[config.mk]
export PLATFORM = sky130hd
export DESIGN_NAME = dac_dual_rank_bank
export DESIGN_NICKNAME = d
export VERILOG_FILES = /design/src/rtl/dacbank_pkg.sv /design/src/rtl/dacbank_preset_arb.sv /design/src/rtl/dacbank_channel.sv /design/src/rtl/dac_dual_rank_bank.sv
export SDC_FILE = /design/constraint.sdc
export NUM_CORES = 1
export LEC_CHECK = 0
export BUFFER_PORTS_ARGS = -buffer_cell sky130_fd_sc_hd__buf_2
export CELL_PAD_IN_SITES_DETAIL_PLACEMENT = 1
export CELL_PAD_IN_SITES_GLOBAL_PLACEMENT = 1
export CORE_UTILIZATION = 40
export DETAILED_ROUTE_END_ITERATION = 7
export PLACE_DENSITY_LB_ADDON = 0.1
export SLEW_MARGIN = 20
export SYNTH_ARGS = -nofsm -noshare
export SYNTH_HDL_FRONTEND = slang
export SYNTH_HIERARCHICAL = 1
export SYNTH_SLANG_ARGS = --single-unit
export TNS_END_PERCENT = 20
[constraint.sdc]
create_clock -name clk -period 1.9 [get_ports clk]
set_input_delay 0.38 -clock clk [delete_from_list [all_inputs] [get_ports clk]]
set_output_delay 0.38 -clock clk [all_outputs]
set_load 0.005 [all_outputs]
[src/rtl/dacbank_pkg.sv]
package dacbank_pkg;
  typedef enum logic [1:0] {
    PR_NONE = 2'd0,
    PR_FULL = 2'd1,
    PR_MID  = 2'd2,
    PR_ZERO = 2'd3
  } preset_e;
endpackage

[src/rtl/dacbank_preset_arb.sv]
module dacbank_preset_arb #(
  parameter int CODE_W = 12
) (
  input  logic                 set_n,
  input  logic                 mid_n,
  input  logic                 clr_n,
  output dacbank_pkg::preset_e sel,
  output logic [CODE_W-1:0]    val
);
  localparam logic [CODE_W-1:0] FULL_CODE = {CODE_W{1'b1}};
  localparam logic [CODE_W-1:0] MID_CODE  = {1'b1, {(CODE_W-1){1'b0}}};

  // clear outranks mid, mid outranks set
  always_comb begin
    if (!clr_n)      sel = dacbank_pkg::PR_ZERO;
    else if (!mid_n) sel = dacbank_pkg::PR_MID;
    else if (!set_n) sel = dacbank_pkg::PR_FULL;
    else             sel = dacbank_pkg::PR_NONE;
  end

  always_comb begin
    case (sel)
      dacbank_pkg::PR_FULL: val = FULL_CODE;
      dacbank_pkg::PR_MID:  val = MID_CODE;
      default:              val = '0;
    endcase
  end
endmodule

[src/rtl/dacbank_channel.sv]
module dacbank_channel #(
  parameter int CODE_W = 12
) (
  input  logic              clk,
  input  logic              rst,
  input  logic              wr_en,
  input  logic [CODE_W-1:0] wr_data,
  input  logic              load,
  input  logic              pre_act,
  input  logic [CODE_W-1:0] pre_val,
  input  logic              tog_en,
  input  logic              tog_sel,
  input  logic              shdn,
  output logic [CODE_W-1:0] code_o,
  output logic              active_o
);
  logic [CODE_W-1:0] stage_q;
  logic [CODE_W-1:0] pres_q;
  logic [CODE_W-1:0] src;

  // toggle mode with sel low exposes the staging rank
  assign src = (tog_en && !tog_sel) ? stage_q : pres_q;

  always_ff @(posedge clk) begin
    if (rst) begin
      stage_q  <= '0;
      pres_q   <= '0;
      code_o   <= '0;
      active_o <= 1'b0;
    end else begin
      if (pre_act) begin
        stage_q <= pre_val;
        pres_q  <= pre_val;
      end else begin
        if (wr_en) stage_q <= wr_data;
        if (load)  pres_q  <= stage_q;
      end
      active_o <= !shdn;
      code_o   <= shdn ? '0 : src;
    end
  end
endmodule

[src/rtl/dac_dual_rank_bank.sv]
module dac_dual_rank_bank #(
  parameter int NUM_CH   = 4,
  parameter int CODE_W   = 12,
  parameter int HOLD_CYC = 30
) (
  input  logic                     clk,
  input  logic                     rst,
  input  logic [NUM_CH-1:0]        wr_en,
  input  logic [NUM_CH*CODE_W-1:0] wr_data,
  input  logic                     load_n,
  input  logic                     set_n,
  input  logic                     mid_n,
  input  logic                     clr_n,
  input  logic                     tog_en,
  input  logic                     tog_sel,
  input  logic [NUM_CH-1:0]        shdn,
  output logic [NUM_CH*CODE_W-1:0] code_o,
  output logic [NUM_CH-1:0]        active_o
);
  dacbank_pkg::preset_e pre_sel;
  logic [CODE_W-1:0]    pre_val;
  logic                 pre_act;
  logic                 load;

  assign pre_act = (pre_sel != dacbank_pkg::PR_NONE);
  assign load    = !load_n;

  dacbank_preset_arb #(.CODE_W(CODE_W)) arb_i (
    .set_n (set_n),
    .mid_n (mid_n),
    .clr_n (clr_n),
    .sel   (pre_sel),
    .val   (pre_val)
  );

  for (genvar c = 0; c < NUM_CH; c++) begin : g_ch
    dacbank_channel #(.CODE_W(CODE_W)) ch_i (
      .clk      (clk),
      .rst      (rst),
      .wr_en    (wr_en[c]),
      .wr_data  (wr_data[c*CODE_W +: CODE_W]),
      .load     (load),
      .pre_act  (pre_act),
      .pre_val  (pre_val),
      .tog_en   (tog_en),
      .tog_sel  (tog_sel),
      .shdn     (shdn[c]),
      .code_o   (code_o[c*CODE_W +: CODE_W]),
      .active_o (active_o[c])
    );
  end
endmodule

==> results.txt, run 1 <==
Outcome -> complete, no violations
Pwr per Cell Area -> 959.2 mW/mm^2
Setup violators final -> 0
Rows -> 46
Via count -> 4869
Tot GR Track Use -> 21.13%
Congestion Overflow GR -> 0
Ant. Diodes -> 0
Period utilization -> 67.57%
Syn Inst Count -> 655
Routed len/inst -> 17.11 microns
First-pass GRT wire length -> 27120 microns
IO buf count -> 115
Post-synth top flop -> dfxtp_1
Minimum clock period -> 1.284 ns
Clk root buf -> clkbuf_16
Post-synth top area share -> 45.28%
Grt peak-use layer -> met2
Met3 Usage GRT -> 4.018%
CTS H-tree depth -> 4
VDD IR-drop max -> 0.0006304 V
Final Hold Viols -> 0
Syn-to-layout area delta -> 19.75%
Final Wtd Congestion -> 0.7177
Hold-fix buffers, CTS -> 0
Yosys warning count -> 6
Post-DP HPWL -> 10980 microns
Later-pin clock latency in the skew report -> 0.42 ns
Ports -> 116
Core area -> 0.01594 sq mm
Yosys top cell by area -> dfxtp_1
#FFs+latches synth -> 148
DIE HEIGHT -> 129.9 microns
Design area -> 0.007836 sq mm
Syn Std Cell Area -> 0.006544 sq mm
Switching part of the total -> 23.46%
Non-Filler Instances -> 983
CP Launch Type -> input port
Max-Cap Viols -> 0
F_max -> 779.0 MHz
Combinational share of power -> 10.6%
CP delay by family, top -> buffers and inverters
Slowest stage delay, CP -> 0.32 ns
CTS tree -> yes
Post-synth ARST share -> 0%
Final net count -> 819
Highest fanout seen on the critical path -> 71
Proportion of layout cells with a drive suffix above 1 -> 33.90%
Antenna violations before repair -> 0
Met2 Track Usage GR -> 38.69%
# placed instances -> 951
Number of clock sinks -> 148
Starting Density -> 41.05%
Total negative slack -> 0 ns
RSZ-0062 raised after global routing -> false
Switching pwr -> 1.764 mW
Dpl cell area -> 0.007249 sq mm
Synth cell count leaders -> dfxtp_1 (148), nand2_1 (97), a21oi_1 (96), o21a_1 (96), mux2_4 (80)
Worst path bufs/invs -> 3
Worst clock skew -> 0.006554 ns
Vias per cell -> 4.953
Setup CP Type -> in2reg
Leak pwr -> 3.449 nW
Distinct cells, synth -> 17
CP Capture Type -> register
Worst slew pin tran -> 0.6055 ns
Top-count cell post-synth -> dfxtp_1
Post-synth EDFFs -> 0
Max_slew headroom -> 59.63%
Vias in the first global route -> 5300
# DRC -> 0
Critical Path RT -> 2.21 ns
Post_cts resized -> 0
Initial DRT Pass Iterations -> 4
Hold Path Class -> in2reg
Total CTS buffers -> 17
Routed WL -> 16820 microns
ANT nets after route -> 0
Chip Width -> 129.9 microns
Syn Nets -> 720
Clock power frac -> 45.2%
Syn Area/Cell -> 9.990 sq um
Die area -> 0.01688 sq mm
Worst path cell trace -> buf_2 > inv_1 > o21ai_1 > or2_4 > buf_12 > a21oi_1 > o21a_1
Largest net degree at the start of global routing -> 72
CP arrival -> 1.59 ns
Initial DRC count -> 175
Postcts setup bufs -> 0
Fin. max-slew vios -> 0
Int Power -> 5.753 mW
Ranking of synthesized cells by area -> dfxtp_1 (45%), mux2_4 (18%), o21a_1 (11%)
Met1 Usage GRT -> 24.58%
Sequential-to-total area share from yosys stat -> 45.28%
Crit-path slowest cell -> buf_12
Clock-pin slew on the worst setup and hold paths -> 0.06 ns
Sequential share of power -> 44.2%
Clock buffer depth -> 2
## registers in the layout, summed over array words and instances (netlist names)
| name | count |
|---|---|
| g_ch.ch_i/code_o | 48 |
| g_ch.ch_i/pres_q | 48 |
| g_ch.ch_i/stage_q | 48 |
| g_ch.ch_i/active_o | 4 |
## worst paths after layout
kind / from / to / slack [ns] / cells past startpoint
worst max-delay path: mid_n / g_ch[1].ch_i/pres_q[8] / 0.62 / 7
worst min-delay path: wr_data[43] / g_ch[3].ch_i/stage_q[7] / 0.27 / 3
worst max register to register: g_ch[2].ch_i/stage_q[8] / g_ch[2].ch_i/pres_q[8] / 1.01 / 2
worst min register to register: g_ch[2].ch_i/pres_q[0] / g_ch[2].ch_i/code_o[0] / 0.46 / 2
## worst register-to-register path, cell delays in order, from the launching register on
cell     delay (ns)
dfxtp_1        0.34
mux2_4         0.27
o21a_1         0.18
## cell type report
class / count / area, sq um
sequential: 148 / 2963
multi-input combinational: 401 / 3055
clock inverter: 9 / 128.9
fill: 1835 / 8107
tap: 216 / 270.3
timing repair buffer: 130 / 750.7
inverter: 56 / 210.2
clock buffer: 23 / 457.9
## layer usage
layer  share of wire, %  wire, microns  vias to the layer above
met5                  0              0                        -
met4                1.3            221                        0
met3                2.8            477                       15
met2                 52           8698                       79
met1                 44           7426                     2398
li1                   -              -                     2377
## power groups by stage
stage / clock (mW) / sequential, mW / combinational (mW)
global placement: 0 / 3.38 / 0.777
floorplan: 0 / 3.37 / 0.571
detailed placement: 0 / 3.39 / 0.803
global route: 3.60 / 3.34 / 0.872
CTS: 3.47 / 3.33 / 0.811
finish: 3.40 / 3.32 / 0.797
## stage by stage
| stage | utilization [%] | setup slack, ns | hold WS [ns] | total power [mW] |
|---|---|---|---|---|
| after floorplan | - | 0.4434 | 0.4332 | 3.943 |
| after global routing | 49.15 | 0.5028 | 0.2721 | 7.813 |
| after CTS | 49.15 | 0.6111 | 0.2571 | 7.603 |
| final | 49.15 | 0.6163 | 0.2740 | 7.517 |
| after detailed placement | 45.47 | 0.1960 | 0.4541 | 4.196 |
| after global placement | 45.47 | 0.2735 | 0.4447 | 4.156 |
## cells in the final DEF (no fill, tap or decap)
| cell | count |
|---|---|
| nand2_1 | 97 |
| mux2_2 | 16 |
| a21oi_1 | 96 |
| clkinv_4 | 1 |
| clkinvlp_4 | 2 |
| o21a_1 | 96 |
| dfxtp_1 | 148 |
| nand2b_1 | 4 |
| clkbuf_8 | 1 |
| mux2_4 | 80 |
| inv_1 | 55 |
| buf_12 | 5 |
| o21ai_1 | 2 |
| or2_2 | 4 |
| ha_2 | 1 |
| buf_4 | 10 |
| or2_4 | 1 |
| bufinv_16 | 3 |
| buf_2 | 115 |
| clkinv_2 | 3 |
| clkbuf_16 | 17 |
| clkbuf_1 | 5 |
| inv_2 | 1 |
| nor2b_1 | 4 |
## kinds of logic (layout without fill, tap and decap cells)
logic type / count (synthesis) / count (layout) / share of synthesized area [%]
buffers and inverters: 106 / 218 / 8.107
adders and majority gates: 1 / 1 / 0.1912
and+or+nand+nor: 110 / 110 / 6.807
muxes: 96 / 96 / 21.11
AOI/OAI and AO/OA: 194 / 194 / 18.51
DFF: 148 / 148 / 45.28
Note: power is estimated with default switching activity, not from simulation.
==> run 2, diff against run 1 <==
==> constraint.sdc (replaced) <==
create_clock -name clk -period 1.3 [get_ports clk]
set_input_delay 0.26 -clock clk [delete_from_list [all_inputs] [get_ports clk]]
set_output_delay 0.26 -clock clk [all_outputs]
set_load 0.005 [all_outputs]
==> run 2 against run 1 <==
Against the previous run: sequential share of layout area decreased by 1.2 points; die area unchanged; clock power increased by 61%; register-to-register slack got worse by 0.60 ns; power increased by 54%; flip-flop and latch count unchanged; hold slack got worse by 0.11 ns; utilization increased by 1.6 points; global-route usage increased by 0.28 points; setup slack got worse by 0.47 ns; combinational power increased by 54%; first-iteration DRC count decreased by 16%; largest power group unchanged.
==> results.txt, run 2 (synthesis gave the netlist of run 1 again) <==
Outcome -> complete, no violations
Non-Filler Instances -> 992 (+0.92%)
Routed len/inst -> 17.05 microns (-0.38%)
Stages on the worst setup path -> 1 (-6)
Syn-to-layout area delta -> 23.65%
IO buf count -> 115 (unchanged)
Total CTS buffers -> 17 (unchanged)
Period utilization -> 88.63%
Clock buffer depth -> 2 (unchanged)
Worst path bufs/invs -> 1 (-2)
Power, Total -> 11.55 mW (+54%)
Fin. max-slew vios -> 0 (unchanged)
Pwr per Cell Area -> 1428 mW/mm^2 (+49%)
Die area -> 0.01688 sq mm (unchanged)
Worst slew pin tran -> 0.3290 ns (-0.2765 ns)
Final design utilization -> 50.75% (+1.6 points)
Ant. Diodes -> 0 (unchanged)
ANT nets after route -> 0 (unchanged)
# DRC -> 0 (unchanged)
# placed instances -> 962 (+1.2%)
VDD IR-drop max -> 0.001057 V (+68%)
Final Wtd Congestion -> 0.7144 (-0.46%)
Congestion Overflow GR -> 0 (unchanged)
Registers with the most flip-flops -> g_ch.ch_i/code_o x48, g_ch.ch_i/pres_q x48, g_ch.ch_i/stage_q x48
Clock-pin slew on the worst setup and hold paths -> 0.06 ns (about the same)
Commonest non-fill, non-tap cell in the layout -> dfxtp_1
DIE HEIGHT -> 129.9 microns (unchanged)
CP Capture Type -> primary output
Clk root buf -> clkbuf_16
Highest fanout seen on the critical path -> 1 (-99%)
Via count -> 4907 (+0.78%)
Number of clock sinks -> 148 (unchanged)
CTS tree -> yes
Core area -> 0.01594 sq mm (unchanged)
Hold WS -> 0.1596 ns (-0.1144 ns)
Tot GR Track Use -> 21.41% (+0.28 points)
Area of the multi-input gates -> 0.003055 sq mm (unchanged)
Initial DRC count -> 147 (-16%)
CP arrival -> 0.89 ns (-0.70 ns)
Crit-path slowest cell -> dfxtp_1
Vias in the first global route -> 5296 (-0.075%)
Hold-fix buffers, CTS -> 0 (unchanged)
F_max -> 868.0 MHz
Worst clock skew -> 0.006339 ns (-0.0002146 ns)
Slowest stage delay, CP -> 0.35 ns (+0.03 ns)
Max_slew headroom -> 78.07% (+18 points)
Leak pwr -> 3.570 nW (+3.5%)
Later-pin clock latency in the skew report -> 0.42 ns (about the same)
Antenna violations before repair -> 0 (unchanged)
Postcts setup bufs -> 0 (unchanged)
Setup CP Type -> reg2out
Sequential Area -> 0.002963 sq mm (unchanged)
FF-to-FF path depth -> 2 (unchanged)
Final-layout fill cell count -> 1809 (-1.4%)
Largest net degree at the start of global routing -> 64 (-11%)
Total negative slack -> 0 ns (unchanged)
Post_cts resized -> 0 (unchanged)
CTS H-tree depth -> 4 (unchanged)
Proportion of layout cells with a drive suffix above 1 -> 35.31% (+1.4 points)
Routed WL -> 16910 microns (+0.53%)
Final net count -> 830 (+1.3%)
Chip Width -> 129.9 microns (unchanged)
Most frequent cells in the layout -> dfxtp_1 (148), buf_2 (115), nand2_1 (97)
Vias per cell -> 4.947 (-0.13%)
Critical Path RT -> 1.04 ns (-1.17 ns)
CP delay by family, top -> flip-flops
RSZ-0062 raised after global routing -> false
Setup violators final -> 0 (unchanged)
CP Launch Type -> register
Rows -> 46 (unchanged)
Max-Cap Viols -> 0 (unchanged)
Final Hold Viols -> 0 (unchanged)
First-pass GRT wire length -> 27370 microns (+0.94%)
Ports -> 116 (unchanged)
Worst path cell trace -> buf_2
Cells on Worst Hold Path -> 3 (unchanged)
Hold Path Class -> in2reg
Post-DP HPWL -> 11050 microns (+0.68%)
Starting Density -> 41.05% (unchanged)
Initial DRT Pass Iterations -> 4 (unchanged)
Minimum clock period -> 1.152 ns
run 2: cell count changes in the layout (fill, tap and decap cells not counted), sizes merged:
cell / before / now
clkbuf: 23 / 21
inv: 56 / 55
buf: 130 / 141
clkinv: 4 / 2
bufinv: 3 / 5
clkinvlp: 2 / 3
run 2: cell type report:
cell class	instances	area share, %
Multi-Input combinational cell	401	37.76
Tap cell	216	3.340
Clock inverter	9	2.165
Timing Repair Buffer	141	11.54
Sequential cell	148	36.62
Clock buffer	21	5.938
Inverter	56	2.644
run 2: layer usage:
layer	global-route usage, %	routed length, microns	vias to the layer above
met3	3.936	550	13
li1	-	-	2398
met1	25.21	7322	2409
met2	38.79	8807	87
met5	0	0	-
met4	7.592	233	0
run 2: worst paths after layout:
path                           startpoint                       to  slack, ns
setup reg to reg  g_ch[2].ch_i/stage_q[5]  g_ch[2].ch_i/stage_q[5]       0.41
setup / recovery  g_ch[1].ch_i/code_o[11]               code_o[23]       0.15
hold / removal                wr_data[30]  g_ch[2].ch_i/stage_q[6]       0.16
hold reg to reg    g_ch[2].ch_i/pres_q[3]   g_ch[2].ch_i/code_o[3]       0.46
run 2: report_power, final:
part / internal (mW) / switching (mW) / total, mW / leakage (nW)
combinational: 0.655 / 0.575 / 1.23 / 2.04
sequential: 4.74 / 0.117 / 4.86 / 1.21
clock: 3.58 / 1.88 / 5.46 / 0.317
run 2: metrics by stage:
step                      setup slack (ns)  area [sq um]
after floorplan                    0.05348          6550
after global placement             -0.1188          7436
after detailed placement           -0.1556          7436
after CTS                           0.1378          8092
after global routing                0.1221          8092
final                               0.1479          8092
==> run 3, diff against run 2 <==
--- a/config.mk
+++ b/config.mk
@@ -5,10 +5,11 @@
 export SDC_FILE = /design/constraint.sdc
 export NUM_CORES = 1
 export LEC_CHECK = 0
+export ABC_AREA = 1
 export BUFFER_PORTS_ARGS = -buffer_cell sky130_fd_sc_hd__buf_2
 export CELL_PAD_IN_SITES_DETAIL_PLACEMENT = 1
 export CELL_PAD_IN_SITES_GLOBAL_PLACEMENT = 1
-export CORE_UTILIZATION = 40
+export CORE_UTILIZATION = 30
 export DETAILED_ROUTE_END_ITERATION = 7
 export PLACE_DENSITY_LB_ADDON = 0.1
 export SLEW_MARGIN = 20
==> run 3 against run 2 <==
Against the previous run: non-clock buffer count grew 38; routed wire length increased by 13%; via count rose by 25%; first-iteration DRC count rose by 52%; sequential share of layout area hardly changed; utilization shrank 11 points; power is 5.1% lower; fmax fell by 0.33%; flip-flop and latch count stayed put; global-route usage shrank 2.9 points; largest cell class is now sequential cells; largest power group unchanged.
==> results.txt, run 3 <==
Ports -> 116 (unchanged)
Hold Path Class -> in2reg
Postcts setup bufs -> 0 (unchanged)
Final-layout fill cell count -> 2661 (+47%)
Post-synthesis compound-gate area fraction -> 3.812% (-15 points)
Met2 WL -> 8762 microns (-0.51%)
Worst Slack Setup Final -> 0.1441 ns (-0.003777 ns)
Syn Nets -> 991 (+38%)
CP Capture Point -> code_o[23]
Vias per cell -> 4.550 (-8.0%)
CTS H-tree depth -> 4 (unchanged)
Rows -> 52 (+13%)
Stages on the worst setup path -> 1 (unchanged)
Syn-to-layout area delta -> 28.27%
Syn Inst Count -> 926 (+41%)
Core area -> 0.02043 sq mm (+28%)
Syn Area/Cell -> 6.806 sq um (-32%)
Syn Std Cell Area -> 0.006302 sq mm (-3.7%)
Clock buffer depth -> 2 (unchanged)
ANT nets after route -> 0 (unchanged)
Setup CP Type -> reg2out
Number of clock sinks -> 148 (unchanged)
Routed WL -> 19130 microns (+13%)
Hold_sp -> wr_data[5]
Yosys warning count -> 6 (unchanged)
Most frequent cells in the layout -> nand2_1 (247), nand3_1 (192), dfxtp_1 (148)
FF-to-FF path depth -> 4 (+2)
Chip Width -> 146.9 microns (+13%)
Post-synth top area share -> 47.01% (+1.7 points)
Largest family of logic cells by synthesized area -> simple AND/OR/NAND/NOR gates
Total CTS buffers -> 17 (unchanged)
Largest net degree at the start of global routing -> 25 (-61%)
Antenna violations before repair -> 0 (unchanged)
Worst clock skew -> 0.007350 ns (+0.001011 ns)
Ranking of synthesized cells by area -> dfxtp_1 (47%), nand3_1 (15%), nand2_1 (15%)
DIE HEIGHT -> 146.9 microns (+13%)
Total negative slack -> 0 ns (unchanged)
Max-Cap Viols -> 0 (unchanged)
Via count -> 6133 (+25%)
Critical Path RT -> 1.04 ns (about the same)
Post-synth ARST share -> 0% (unchanged)
Period utilization -> 88.92% (+0.29 points)
Hold-fix buffers, CTS -> 0 (unchanged)
Post-synth EDFFs -> 0 (unchanged)
Met1 wire length -> 9503 microns (+30%)
# DRC -> 0 (unchanged)
CTS tree -> yes
Starting Density -> 30.85% (-10 points)
Synth cell count leaders -> nand2_1 (248), nand3_1 (192), dfxtp_1 (148)
Post-DP HPWL -> 13050 microns (+18%)
RSZ-0062 raised after global routing -> false
Ant. Diodes -> 0 (unchanged)
Top-count cell post-synth -> nand2_1
Final Hold Viols -> 0 (unchanged)
Crit-path slowest cell -> dfxtp_1
Highest fanout seen on the critical path -> 1 (unchanged)
Proportion of synthesized area in mux cells -> 0% (-21 points)
CP Launch Type -> register
Pwr per Cell Area -> 1355 mW/mm^2 (-5.1%)
Routed len/inst -> 14.19 microns (-17%)
Vias in the first global route -> 6044 (+14%)
Sequential-to-total area share from yosys stat -> 47.01% (+1.7 points)
Die area -> 0.02159 sq mm (+28%)
Critical Path Source -> g_ch[1].ch_i/code_o[11]
Leak pwr -> 4.457 nW (+25%)
F_max -> 865.1 MHz (-0.33%)
CP Capture Type -> primary output
CP delay by family, top -> flip-flops
Synth Area in Simple Gates -> 36.79% (+30 points)
Yosys top cell by area -> dfxtp_1
Clock-pin slew on the worst setup and hold paths -> 0.07 ns (about the same)
Post_cts resized -> 0 (unchanged)
Initial DRC count -> 224 (+52%)
Max_slew headroom -> 73.32% (-4.7 points)
Setup violators final -> 0 (unchanged)
Final net count -> 1131 (+36%)
Worst R2R Start -> g_ch[1].ch_i/stage_q[1]
Minimum clock period -> 1.156 ns (+0.003777 ns)
Clk root buf -> clkbuf_16
Outcome -> complete, no violations
Post-Synth XOR/XNOR Area -> 0% (unchanged)
Met3 WL -> 627 microns (+14%)
Worst slew pin tran -> 0.3996 ns (+0.07058 ns)
Proportion of layout cells with a drive suffix above 1 -> 20.04% (-15 points)
CP arrival -> 0.90 ns (about the same)
Flop2flop setup slack -> 0.55 ns (+0.14 ns)
Slowest stage delay, CP -> 0.35 ns (about the same)
R2r endpoint -> g_ch[1].ch_i/pres_q[1]
Adder-cell share of the synthesized area -> 0.1985% (+0.0073 points)
Fin. max-slew vios -> 0 (unchanged)
Later-pin clock latency in the skew report -> 0.42 ns (about the same)
Post-synth top flop -> dfxtp_1
Tot GR Track Use -> 18.53% (-2.9 points)
Registers with the most flip-flops -> g_ch.ch_i/code_o x48, g_ch.ch_i/pres_q x48, g_ch.ch_i/stage_q x48
Worst path cell trace -> buf_2
Distinct cells, synth -> 12 (-5)
#FFs+latches synth -> 148 (unchanged)
Dpl ws -> -0.1948 ns (-0.03920 ns)
Commonest non-fill, non-tap cell in the layout -> nand2_1
First-pass GRT wire length -> 31380 microns (+15%)
Initial DRT Pass Iterations -> 4 (unchanged)
Final Wtd Congestion -> 0.7404 (+3.6%)
Congestion Overflow GR -> 0 (unchanged)
VDD IR-drop max -> 0.0007706 V (-27%)
Worst path bufs/invs -> 1 (unchanged)
IO buf count -> 115 (unchanged)
Max Used Layer -> met4
run 3: changes by cell type after synthesis, moves of 16 or more:
cell,change
nand2_1,+151
o21ai_0,+48
nor2_1,+112
mux2_2,-16
mux2_4,-80
a21oi_1,-96
inv_1,+57
o21a_1,-96
nand3_1,+192
run 3: cells by family (layout without fill, tap and decap cells):
family / after synthesis / count (layout)
simple gates: 553 / 553
buf+inv: 176 / 328
flops: 148 / 148
compound gates: 48 / 48
fa+ha+maj: 1 / 1
run 3: metrics by stage:
stage	hold slack [ns]	power, mW	std cells	util [%]	area [sq um]
after global placement	0.4783	5.973	1317	36.64	7486
final	0.1581	10.96	1348	39.57	8084
after detailed placement	0.4723	5.980	1317	36.64	7486
after global routing	0.1652	11.48	1348	39.57	8084
after floorplan	0.4418	5.480	926	-	6305
after CTS	0.1448	11.14	1348	39.57	8084
run 3: power breakdown:
part,internal (mW),switching [mW],total [mW]
clock network,3.06,2.03,5.09
registers,4.72,0.0949,4.82
logic,0.427,0.623,1.05
run 3: worst min-delay path by stage:
stage	endpoint	cells past startpoint
after floorplan	g_ch[0].ch_i/code_o[2]	3
after global placement	g_ch[2].ch_i/code_o[5]	2
after detailed placement	g_ch[0].ch_i/code_o[9]	2
after CTS	g_ch[3].ch_i/stage_q[9]	5
after global routing	g_ch[3].ch_i/stage_q[9]	5
final	g_ch[0].ch_i/stage_q[5]	5
run 3: per-layer routing:
metal	track usage, %	vias to the layer above
met2	30.45	89
met5	0	-
met4	5.464	0
met3	3.820	19
met1	24.45	2873
li1	-	3152
run 3: area by class of cell:
cell class / instances / area (sq um) / share of cell area [%]
clock buffers: 19 / 442.9 / 5.479
clock inverters: 12 / 155.1 / 1.919
inverters: 118 / 442.9 / 5.479
multi-input cells: 602 / 2574 / 31.84
flip-flops and latches: 148 / 2963 / 36.65
well taps: 270 / 337.8 / 4.179
repair buffers: 179 / 1169 / 14.46
